===== config.mk =====
export PLATFORM = sky130hd
export DESIGN_NAME = adc_out_pipe
export DESIGN_NICKNAME = d
export VERILOG_FILES = /design/src/rtl/adc_out_pkg.sv /design/src/rtl/adc_negcap.sv /design/src/rtl/adc_delay_line.sv /design/src/rtl/adc_range_det.sv /design/src/rtl/adc_out_pipe.sv
export SDC_FILE = /design/constraint.sdc
export NUM_CORES = 1
export LEC_CHECK = 0
export BUFFER_PORTS_ARGS = -buffer_cell sky130_fd_sc_hd__clkbuf_2
export CAP_MARGIN = 15
export CORE_ASPECT_RATIO = 0.9
export CORE_MARGIN = 4
export CORE_UTILIZATION = 40
export DETAILED_ROUTE_END_ITERATION = 6
export GPL_ROUTABILITY_DRIVEN = 0
export PLACE_DENSITY = 0.59
export SLEW_MARGIN = 10
export SYNTH_ARGS = -nofsm -noshare
export SYNTH_HDL_FRONTEND = slang
export SYNTH_SLANG_ARGS = --single-unit

===== constraint.sdc =====
create_clock -name clk -period 1.4 [get_ports clk]
set_clock_uncertainty 0.2 [all_clocks]
set_input_delay 0.14 -clock clk [delete_from_list [all_inputs] [get_ports clk]]
set_output_delay 0.14 -clock clk [all_outputs]
set_load 0.01 [all_outputs]

===== src/rtl/adc_out_pkg.sv =====
package adc_out_pkg;

  // Converter word width.
  parameter int unsigned SMP_W = 16;

  typedef logic [SMP_W-1:0] smp_t;

  // Word plus a flag telling whether it was captured after reset.
  typedef struct packed {
    logic vld;
    smp_t code;
  } tagged_smp_t;

  // Mid-scale code of an offset-binary scale.
  localparam smp_t MID_CODE = smp_t'(1) << (SMP_W - 1);

  // Contents of every pipeline register after reset.
  localparam tagged_smp_t IDLE_WORD = '{vld: 1'b0, code: MID_CODE};

endpackage


===== src/rtl/adc_negcap.sv =====
module adc_negcap
  import adc_out_pkg::*;
(
  input  logic        clk,
  input  logic        rst,
  input  smp_t        smp_in,
  output tagged_smp_t cap_q
);

  // The raw sample is taken on the falling edge. The reset is also
  // applied on this edge, so the capture register starts at mid-scale.
  always_ff @(negedge clk) begin
    if (rst) begin
      cap_q <= IDLE_WORD;
    end else begin
      cap_q <= '{vld: 1'b1, code: smp_in};
    end
  end

endmodule


===== src/rtl/adc_delay_line.sv =====
module adc_delay_line
  import adc_out_pkg::*;
#(
  parameter int unsigned DEPTH = 6
) (
  input  logic        clk,
  input  logic        rst,
  input  tagged_smp_t din,
  output tagged_smp_t feed_q,
  output tagged_smp_t last_q
);

  localparam int unsigned LAST = DEPTH - 1;

  tagged_smp_t stg [DEPTH];

  genvar k;
  generate
    for (k = 0; k < DEPTH; k++) begin : g_stage
      if (k == 0) begin : g_head
        always_ff @(posedge clk) begin
          if (rst) stg[k] <= IDLE_WORD;
          else     stg[k] <= din;
        end
      end else begin : g_body
        always_ff @(posedge clk) begin
          if (rst) stg[k] <= IDLE_WORD;
          else     stg[k] <= stg[k-1];
        end


        stage_shift_chk: assert property (@(posedge clk) disable iff (rst)
          !$past(rst) |-> (stg[k] == $past(stg[k-1])));
      end
    end
  endgenerate

  // feed_q is the word that the last stage loads next. The flag logic
  // reads it so that the flag is registered together with that word.
  assign feed_q = stg[LAST-1];
  assign last_q = stg[LAST];

endmodule


===== src/rtl/adc_range_det.sv =====
module adc_range_det
  import adc_out_pkg::*;
#(
  parameter smp_t HI_CODE = 16'hFC00,
  parameter smp_t LO_CODE = 16'h03FF
) (
  input  logic clk,
  input  logic rst,
  input  smp_t code_nxt,
  output logic flag_q
);

  logic clip_c;

  // Both limits are inclusive.
  always_comb begin
    clip_c = (code_nxt >= HI_CODE) || (code_nxt <= LO_CODE);
  end

  always_ff @(posedge clk) begin
    if (rst) flag_q <= 1'b0;
    else     flag_q <= clip_c;
  end

endmodule


===== src/rtl/adc_out_pipe.sv =====
module adc_out_pipe
  import adc_out_pkg::*;
#(
  parameter int unsigned RISE_STAGES = 6,
  parameter smp_t        HI_CODE     = 16'hFC00,
  parameter smp_t        LO_CODE     = 16'h03FF
) (
  input  logic             clk,
  input  logic             rst,
  input  logic [SMP_W-1:0] smp_in,
  input  logic             out_en,
  output logic [SMP_W-1:0] dout,
  output logic             ovr,
  output logic             drv_en,
  output logic             word_vld
);

  tagged_smp_t cap_q;
  tagged_smp_t feed_q;
  tagged_smp_t last_q;
  logic        flag_q;

  adc_negcap u_cap (
    .clk    (clk),
    .rst    (rst),
    .smp_in (smp_in),
    .cap_q  (cap_q)
  );

  adc_delay_line #(.DEPTH(RISE_STAGES)) u_dly (
    .clk    (clk),
    .rst    (rst),
    .din    (cap_q),
    .feed_q (feed_q),
    .last_q (last_q)
  );

  adc_range_det #(.HI_CODE(HI_CODE), .LO_CODE(LO_CODE)) u_rng (
    .clk      (clk),
    .rst      (rst),
    .code_nxt (feed_q.code),
    .flag_q   (flag_q)
  );

  assign dout     = last_q.code;
  assign word_vld = last_q.vld;
  assign ovr      = flag_q;

  // The I/O ring uses drv_en to float the data and flag pins.
  assign drv_en   = out_en;


  flag_window_chk: assert property (@(posedge clk) disable iff (rst)
    ovr |-> ((dout >= HI_CODE) || (dout <= LO_CODE)));


  flag_clear_chk: assert property (@(posedge clk) disable iff (rst)
    !ovr |-> ((dout < HI_CODE) && (dout > LO_CODE)));


  reset_state_chk: assert property (@(posedge clk)
    rst |=> ((dout == MID_CODE) && !ovr && !word_vld));


  vld_hold_chk: assert property (@(posedge clk) disable iff (rst)
    word_vld |=> word_vld);

endmodule


==> flow_metrics.env <==
export IMPL_cp_start_kind="flip-flop"
export IMPL_setup_ws_ns=-0.0495
export IMPL_yosysMostFrequentCell="dfxtp_1"
export IMPL_antenna_found_initial=0
export IMPL_grt_remaining_overflow=0
export IMPL_seq_area_um2=2400
export IMPL_drc=0
export IMPL_clock_latency_ns=0.50
export IMPL_crit_type="reg -> reg"
export IMPL_cts_setup_buffers=0
export IMPL_use_met1_pct=8.90
export IMPL_yosysWarnings=0
export IMPL_worstSetupPathDepth=1
export IMPL_cp_slowest_cell="dfxtp_1"
export IMPL_final_hold_violation_count=0
export IMPL_viasPerCell=3.69
export IMPL_hold_depth=3
export IMPL_clock_sinks=120
export IMPL_synth_seq_cells=120
export IMPL_grtUsageMet2_pct=11.3
export IMPL_h_tree_depth=4
export IMPL_worst_pin_slew_ns=0.404
export IMPL_async_reset_ff_share_pct=0
export IMPL_grt_pass1_wl_um=5910
export IMPL_critical_path_top_delay_family="flip-flops"
export IMPL_antenna_cells=0
export IMPL_whs_ns=0.0407
export IMPL_power_density_nw_per_um2=2030
export IMPL_fp_dieH_um=93.6
export IMPL_dp_cells=380
export IMPL_dp_hpwl_um=1920
export IMPL_gr_usage_met3_pct=5.89
export IMPL_path_cells="or2_1"
export IMPL_cts_buffers=17
export IMPL_ys_dominant_reg_cell="dfxtp_1"
export IMPL_synthTopCellsByCount="dfxtp_1, nor2b_1, buf_2"
export IMPL_fp_dieArea_um2=9650
export IMPL_synth_area_leaders="dfxtp_1, nor2b_1, buf_2"
export IMPL_gr_usage_all_layers_pct=8.55
export IMPL_multi_input_area_um2=798
export IMPL_synth_cell_types=11
export IMPL_cp_data_arrival_time_ns=1.64
export IMPL_nFillCells=681
export IMPL_layout_cells_non_filler=429
export IMPL_end_kind="flip-flop"
export IMPL_drtAntennaViolNets=0
export IMPL_rsz0062_at_grt="true"
export IMPL_setup_viol=3
export IMPL_pin_count=38
export IMPL_vdd_drop_max_mv=1.12
export IMPL_postSynthAreaPerCell_um2=12.6
export IMPL_synth_area_um2=3260
export IMPL_vias=1585
export IMPL_rows=30
export IMPL_status="finished, violations left"
export IMPL_synth_top_area_share_pct=73.8
export IMPL_grt_pass1_vias=1460
export IMPL_die_w_um=103
export IMPL_hold_class="in -> reg"
export IMPL_synthCells=258
export IMPL_synth_top_cell_by_area="dfxtp_1"
export IMPL_tns_ns=-0.0743
export IMPL_syn_num_nets=277
export IMPL_slew_viol_final=0
export IMPL_maxCapViolCount=0
export IMPL_violations="negative setup slack"
export IMPL_cts_buffer_depth=2
export IMPL_cts_tree="yes"
export IMPL_crit_buf_inv=0
export IMPL_cp_slowest_stage_delay_ns=0.28
export IMPL_rr_worst_depth=1
export IMPL_syn_to_final_growth_pct=34.3
export IMPL_root_buffer="clkbuf_8"
export IMPL_cp_max_fo=1
export IMPL_drtIter0Drc=39
export IMPL_crit_required_ns=1.59
export IMPL_firstDrtPassIters=4
export IMPL_busiest_layer="met2"
export IMPL_fin_nets=339
export IMPL_wl_per_cell_um=7.92
export IMPL_grt_max_degree=51
export IMPL_core_um2=7730
export IMPL_start_util_pct=42.1
export IMPL_port_buffers=35
export IMPL_drive_above_1_share_pct=23.1
export IMPL_cts_clk_slew_worst_paths_ns=0.05
export IMPL_synth_edf_count=0
export IMPL_routed_wl_um=3400
export IMPL_synth_seq_area_share_pct=73.8
export IMPL_p_leak_nw=1.91
export IMPL_relSlewSlack_pct=73.0
export IMPL_fin_util_pct=56.6
export IMPL_total_power_mw=8.87
-- final timing paths --
| check | from | end | slack [ns] |
|---|---|---|---|
| hold reg to reg | u_dly.stg[0][32] | u_dly.stg[1][15] | 0.20 |
| setup / recovery | u_cap.cap_q[15] | u_dly.stg[0][15] | -0.05 |
| setup reg to reg | u_cap.cap_q[15] | u_dly.stg[0][15] | -0.05 |
| hold / removal | rst | u_dly.stg[2][11] | 0.04 |
-- cell usage in the layout (no fill, tap or decap), drive strengths merged, types with 5 or more instances in the layout --
cell type  Yosys  routed
bufinv         0       5
dfxtp        120     120
or2            7       7
nor2b        111     111
clkbuf         0      58
buf           14       6
inv            2      19
-- final cells by class --
cell class                      count  share of cell area (%)
Clock buffer                       24                    13.5
Clock inverter                     25                    4.78
Inverter                            1                  0.0858
Multi-Input combinational cell    122                    18.2
Sequential cell                   120                    54.9
Tap cell                           96                    2.75
Timing Repair Buffer               41                    5.72
-- layer usage --
layer / up-vias / wire [um]
li1: 906 / -
met1: 619 / 1590
met2: 49 / 1390
met3: 11 / 327
met4: 0 / 93
met5: - / 0
-- repair_timing --
item                                    in CTS  in global routing
pin swaps                                    1                  0
hold buffers                                 1                  0
resized for setup                            0                  6
endpoints found under the setup margin       2                 12
hold endpoints to repair                    12                  0
-- power breakdown --
part | leakage, nW | total (mW) | internal (mW) | switching [mW]
combinational | 0.470 | 0.155 | 0.0833 | 0.0722
clock | 0.458 | 5.20 | 3.69 | 1.50
sequential | 0.978 | 3.52 | 3.50 | 0.0145
-- cells by family (layout without fill, tap and decap cells) --
family	Yosys count	in the layout	share of synthesized area, %
DFF	120	120	73.8
buffers and inverters	16	91	2.65
and+or+nand+nor	121	121	23.3
AOI/OAI and AO/OA	1	1	0.307
-- state kept, by name, summed over array words and instances (netlist names) --
signal,flops
u_rng.flag_q,1
u_cap.cap_q,17
u_dly.stg,102
-- stage by stage --
| step | worst slack (ns) | instance area, um2 |
|---|---|---|
| final | -0.0495 | 4370 |
| after floorplan | -0.169 | 3280 |
| after CTS | -0.0461 | 4340 |
| after detailed placement | -0.126 | 3540 |
| after global routing | -0.0636 | 4370 |
| after global placement | -0.124 | 3540 |
No activity file was read; power rests on OpenSTA's default activity.
